$ cat src/rtl/chain_fwd_pkg.sv
package chain_fwd_pkg;
  typedef enum logic [1:0] {
    PH_BCAST   = 2'd0,
    PH_HDR     = 2'd1,
    PH_ID      = 2'd2,
    PH_PAYLOAD = 2'd3
  } field_phase_t;
endpackage

$ cat src/rtl/sclk_edge_det.sv
module sclk_edge_det (
  input  logic clk,
  input  logic rst,
  input  logic sclk,
  output logic rise,
  output logic fall
);
  logic sclk_q;

  always_ff @(posedge clk) begin
    if (rst) sclk_q <= 1'b0;
    else     sclk_q <= sclk;
  end

  assign rise = sclk & ~sclk_q;
  assign fall = ~sclk & sclk_q;
endmodule

$ cat src/rtl/ctrl_bit_tracker.sv
module ctrl_bit_tracker
  import chain_fwd_pkg::*;
#(
  parameter int CTRL_BITS  = 8,
  parameter int ID_BITS    = 4,
  parameter int ID_LSB_POS = 4,
  parameter int BCAST_POS  = 0,
  parameter int CNT_W      = $clog2(CTRL_BITS + 1)
) (
  input  logic             clk,
  input  logic             rst,
  input  logic             cs_n,
  input  logic             rise,
  output logic [CNT_W-1:0] bit_cnt,
  output field_phase_t     phase,
  output logic             last_ctrl
);
  localparam logic [CNT_W-1:0] CNT_DONE = CNT_W'(CTRL_BITS);
  localparam logic [CNT_W-1:0] CNT_LAST = CNT_W'(CTRL_BITS - 1);
  localparam logic [CNT_W-1:0] CNT_BC   = CNT_W'(BCAST_POS);
  localparam logic [CNT_W-1:0] ID_LO    = CNT_W'(ID_LSB_POS);
  localparam logic [CNT_W-1:0] ID_HI    = CNT_W'(ID_LSB_POS + ID_BITS);

  always_ff @(posedge clk) begin
    if (rst || cs_n)                     bit_cnt <= '0;
    else if (rise && bit_cnt != CNT_DONE) bit_cnt <= bit_cnt + 1'b1;
  end

  always_comb begin
    if (bit_cnt == CNT_DONE)                       phase = PH_PAYLOAD;
    else if (bit_cnt == CNT_BC)                    phase = PH_BCAST;
    else if (bit_cnt >= ID_LO && bit_cnt < ID_HI)  phase = PH_ID;
    else                                           phase = PH_HDR;
  end

  assign last_ctrl = (bit_cnt == CNT_LAST);
endmodule

$ cat src/rtl/id_borrow_chain.sv
module id_borrow_chain
  import chain_fwd_pkg::*;
(
  input  logic         clk,
  input  logic         rst,
  input  logic         cs_n,
  input  logic         rise,
  input  logic         sdi,
  input  field_phase_t phase,
  input  logic         last_ctrl,
  output logic         fwd_bit,
  output logic         target
);
  logic bcast_q;
  logic borrow_q;
  logic bcast_eff;
  logic borrow_nxt;
  logic bit_nxt;

  assign bcast_eff = (phase == PH_BCAST) ? sdi : bcast_q;

  always_comb begin
    borrow_nxt = borrow_q;
    bit_nxt    = sdi;
    if (phase == PH_ID) begin
      borrow_nxt = borrow_q & ~sdi;
      if (!bcast_q) bit_nxt = sdi ^ borrow_q;
    end
  end

  always_ff @(posedge clk) begin
    if (rst) begin
      bcast_q  <= 1'b0;
      borrow_q <= 1'b1;
      fwd_bit  <= 1'b0;
      target   <= 1'b0;
    end else if (cs_n) begin
      bcast_q  <= 1'b0;
      borrow_q <= 1'b1;
      target   <= 1'b0;
    end else if (rise) begin
      bcast_q  <= bcast_eff;
      borrow_q <= borrow_nxt;
      fwd_bit  <= bit_nxt;
      if (last_ctrl) target <= bcast_eff | borrow_nxt;
    end
  end
endmodule

$ cat src/rtl/chain_ctrl_fwd.sv
module chain_ctrl_fwd
  import chain_fwd_pkg::*;
#(
  parameter int CTRL_BITS  = 8,
  parameter int ID_BITS    = 4,
  parameter int ID_LSB_POS = 4,
  parameter int BCAST_POS  = 0
) (
  input  logic clk,
  input  logic rst,
  input  logic sclk,
  input  logic cs_n,
  input  logic sdi,
  output logic thru_o,
  output logic target_o
);
  localparam int CNT_W = $clog2(CTRL_BITS + 1);

  logic             rise_evt;
  logic             fall_evt;
  logic [CNT_W-1:0] bit_cnt;
  field_phase_t     phase;
  logic             last_ctrl;
  logic             fwd_bit;

  sclk_edge_det u_edge (
    .clk  (clk),
    .rst  (rst),
    .sclk (sclk),
    .rise (rise_evt),
    .fall (fall_evt)
  );

  ctrl_bit_tracker #(
    .CTRL_BITS  (CTRL_BITS),
    .ID_BITS    (ID_BITS),
    .ID_LSB_POS (ID_LSB_POS),
    .BCAST_POS  (BCAST_POS),
    .CNT_W      (CNT_W)
  ) u_track (
    .clk       (clk),
    .rst       (rst),
    .cs_n      (cs_n),
    .rise      (rise_evt),
    .bit_cnt   (bit_cnt),
    .phase     (phase),
    .last_ctrl (last_ctrl)
  );

  id_borrow_chain u_borrow (
    .clk       (clk),
    .rst       (rst),
    .cs_n      (cs_n),
    .rise      (rise_evt),
    .sdi       (sdi),
    .phase     (phase),
    .last_ctrl (last_ctrl),
    .fwd_bit   (fwd_bit),
    .target    (target_o)
  );

  always_ff @(posedge clk) begin
    if (rst)           thru_o <= 1'b0;
    else if (fall_evt) thru_o <= fwd_bit;
  end
endmodule

$ cat config.mk
export PLATFORM = sky130hd
export DESIGN_NAME = chain_ctrl_fwd
export DESIGN_NICKNAME = d
export VERILOG_FILES = /design/src/rtl/chain_fwd_pkg.sv /design/src/rtl/sclk_edge_det.sv /design/src/rtl/ctrl_bit_tracker.sv /design/src/rtl/id_borrow_chain.sv /design/src/rtl/chain_ctrl_fwd.sv
export SDC_FILE = /design/constraint.sdc
export NUM_CORES = 1
export LEC_CHECK = 0
export BUFFER_PORTS_ARGS = -buffer_cell sky130_fd_sc_hd__buf_4
export CORE_AREA = 2 2 40 42
export DETAILED_ROUTE_END_ITERATION = 7
export DIE_AREA = 0 0 42 44
export GPL_ROUTABILITY_DRIVEN = 0
export PLACE_DENSITY = 0.61
export SLEW_MARGIN = 20
export SYNTH_ARGS = -nofsm -noshare
export SYNTH_HDL_FRONTEND = slang
export SYNTH_SLANG_ARGS = --single-unit
$ cat constraint.sdc
create_clock -name clk -period 1.5 [get_ports clk]
set_clock_uncertainty 0.05 [all_clocks]
set_input_delay 0.3 -clock clk [delete_from_list [all_inputs] [get_ports clk]]
set_output_delay 0.3 -clock clk [all_outputs]
set_load 0.01 [all_outputs]
==> impl_summary.txt <==
----------------------------------------------------
[Run status]
  Run status ... complete, but fails checks
  Violated checks ... setup timing

[Logic synthesis]
  Share of the synthesized area in the top cell type ... between 30% and 40%
  Fraction of the yosys area taken by sequential cells ... approximately two fifths
  Mean post-synth cell area ... 9.11 um2
  #FFs+latches synth ... 10
  Mux contribution to synthesized area ... 7.95%
  Combinational family with the most area after synthesis ... simple AND/OR/NAND/NOR gates
  Synthesized Nets ... between 60 and 70
  Post-Synth Adder-Cell Area ... under 10%
  XOR/XNOR Fraction of Synth Area ... 0%
  EDFF count, synth ... 0
  Dominant cells by area after synthesis ... dfxtp_1, ha_1, mux2i_1, a21oi_1, nor2b_1
  Predominant post-synthesis flop cell ... dfxtp_1
  Synthesized area ... 519 um2
  Synth warnings ... 0
  Fraction of registers with async set/reset ... 0%
  Gate count after technology mapping ... 57
  Share of the synthesized area in compound gates (AO/OA/AOI/OAI) ... 15.7%
  Simple logic cell fraction of the synthesized area ... 27.7%
  Cell taking the most area after synthesis ... dfxtp_1
  Number of distinct library cells after synthesis ... 25

[Worst setup path]
  Reg2reg end ... u_borrow.bcast_q
  Delay of the slowest cell on the worst path ... 0.37 ns
  Crit Reg-Reg Startpoint ... u_track.bit_cnt[0]
  Required time of the worst setup path ... 1.65 ns
  Crit-path cells ... inv_2 -> ha_4 -> or3b_4 -> or3_4 -> a21oi_2
  Library cell contributing the largest single delay on the critical path ... or3b_4
  Origin of the worst setup path ... u_track.bit_cnt[0]
  Sort of element at the start of the critical path ... register
  Data arrival time at the worst-slack endpoint ... ~1.7 ns
  Sum of buffers and inverters on the critical path ... 1
  R2R setup slack ... -0.0005 ns
  Largest fanout on the critical path ... 2
  Endpoint kind of the worst setup timing path ... register
  Top cell family by delay on the critical path ... simple AND/OR/NAND/NOR gates
  Crit path kind ... reg2reg
  CP endpoint ... u_borrow.bcast_q
  Cell depth of the worst flop-to-flop path ... 5
  Critical path depth in cells ... 5

[Route]
  Routed wire length on met2 ... 503 um
  Wire length per cell after detailed routing ... 12.8 um
  Metal3 WL ... between 30 and 40 um
  DR iter-0 viols ... 1
  Number of detailed-route iterations in the first pass ... 3
  Antenna-violating nets left ... 0
  Top metal layer carrying routed signals ... met4
  Drc violations ... 0
  Total via count in the routed design ... 461
  Met1 wire length ... a little over 500 um
  WL final ... around 1100 um
  Vias per Instance ... 5.36

[STA]
  Final WS setup ... -0.000465 ns
  Final critical-path required period ... ~1.5 ns
  Number of hold violations in the final report ... 0
  Hold_ws ... 0.175 ns
  Actual slew at the worst max-slew pin ... ~0.36 ns
  TNS Setup ... -0.000465 ns
  Max Transition Viols Final ... 0
  Maximum clock rate ... between 600 and 700 MHz
  Max_slew headroom ... 75.6%
  Crit share post-route ... 100%
  Final number of setup-violating endpoints ... 1
  Setup repair after global routing missed its margin ... true

[Finish]
  Fill cell instance count of the final layout ... 144
  Final layout net count ... 80
  Non-filler instance count after layout ... 86
  Most used cells in the layout excluding fill and tap cells ... buf_4, dfxtp_1, nor2b_1, o21ai_0, a21oi_1
  Most common cell after layout, fill and taps aside ... buf_4
  Syn-to-layout area delta ... 29.9%
  Ratio of cells with drive above 1 in the final layout ... between 30 and 40%
  Antenna cells ... 0

[Min path]
  Startpoint of the tightest hold check path ... rst
  Min-Delay Path Class ... in2reg

[Power]
  Peak supply drop ... 0.000502 V
  Leakage Power ... 0.270 nW
  Power density normalized to cell area ... 770 nW/um2

[Die]
  Die width ... between 40 and 50 um
  Core Box Area ... 1420 um2
  Starting utilization of the core area ... 36.6%
  Cell Rows ... 14
  Height of the chip ... 44 um
  I/O Pins ... 7
  Total die area ... ~1800 um2

[Global route]
  Aggregate global routing overflow ... 0
  GRT Resource Usage Total ... 15.3%
  First-pass GRT wire length ... 2050 um
  Pin count of the biggest net entering global routing ... 9
  Via count of the first global-routing pass ... 480
  Antenna violations before repair ... 0

[CTS]
  Max H-tree Level ... 1
  TritonCTS clock tree ... built
  Root Buffer Master ... clkbuf_4
  Number of buffers on the longest clock path ... 2
  TritonCTS Sinks ... 10
  Clock-pin slew on the worst setup and hold paths ... 0.07 ns
  Clock Latency Late Sink ... 0.27 ns
  Number of buffers inserted during clock tree synthesis ... 3
  Hold-fix buffers, CTS ... 0

[Place]
  Count of port buffers added during placement ... 6
  Hpwl dp ... 765 um
  Number of instances in the placed design ... 82

[Run]
  Max-cap violations ... 0

----------------------------------------------------
synthesized netlist by cell type, drive strengths merged, types with 2 or more instances:
library cell,n
nor2,2
mux2i,3
nand3,3
dfxtp,10
nor2b,4
a21oi,5
nand3b,2
inv,3
nor3b,2
ha,3
o21ai,5
or3,2
area by class of cell:
type | count | area (um2) | area share, %
clock buffers | 3 | 22.5 | 3.34
inverters | 3 | 11.3 | 1.67
multi-input cells | 43 | 333 | 49.4
flip-flops and latches | 10 | 201 | 29.9
well taps | 16 | 20.0 | 2.97
repair buffers | 11 | 86.3 | 12.8
how the worst min path moves through the flow:
| stage | endpoint | slack [ns] | depth (start not counted) |
|---|---|---|---|
| 2_1_floorplan | u_edge.sclk_q | 0.32 | 1 |
| 3_3_place_gp | u_borrow.borrow_q | 0.40 | 1 |
| 3_5_place_dp | u_borrow.borrow_q | 0.41 | 1 |
| 4_1_cts | thru_o | 0.17 | 2 |
| 5_1_grt | thru_o | 0.18 | 2 |
| 6_report | thru_o | 0.17 | 2 |
state kept, by name (all words and copies together) (netlist names):
register           flops
u_track.bit_cnt        4
thru_o                 1
u_borrow.bcast_q       1
u_borrow.borrow_q      1
u_borrow.fwd_bit       1
u_borrow.target        1
u_edge.sclk_q          1
logic make-up after synthesis:
kind of cell / count (synthesis)
AOI/OAI and AO/OA: 14
adders and majority gates: 3
buffers and inverters: 4
DFF: 10
muxes: 4
and+or+nand+nor: 22
routing by layer:
layer,vias to the layer above,GRT usage (%)
li1,232,-
met1,215,17.8
met2,9,23.4
met3,5,3.75
met4,0,13.5
met5,-,0
what timing repair did:
action | 4_1_cts | 5_1_grt
resized for setup | 5 | 4
buffers inserted | 1 | 0
setup endpoints to repair | 2 | 3
pin swaps | 2 | 1
stage by stage:
step / util (%) / worst slack [ns] / power (mW) / area, um2
final: 47.5 / -0.000465 / 0.520 / 674
after global routing: 47.5 / -0.0418 / 0.549 / 674
after CTS: 46.6 / 0.00767 / 0.520 / 662
after detailed placement: 43.2 / -0.0306 / 0.330 / 613
after global placement: 43.2 / 0.0231 / 0.329 / 613
after floorplan: - / 0.00137 / 0.307 / 522
power by group:
| group | internal, mW | switching [mW] |
|---|---|---|
| sequential | 0.271 | 0.00316 |
| clock | 0.0928 | 0.0926 |
| combinational | 0.0305 | 0.0297 |
No activity file was read; power rests on OpenSTA's default activity.
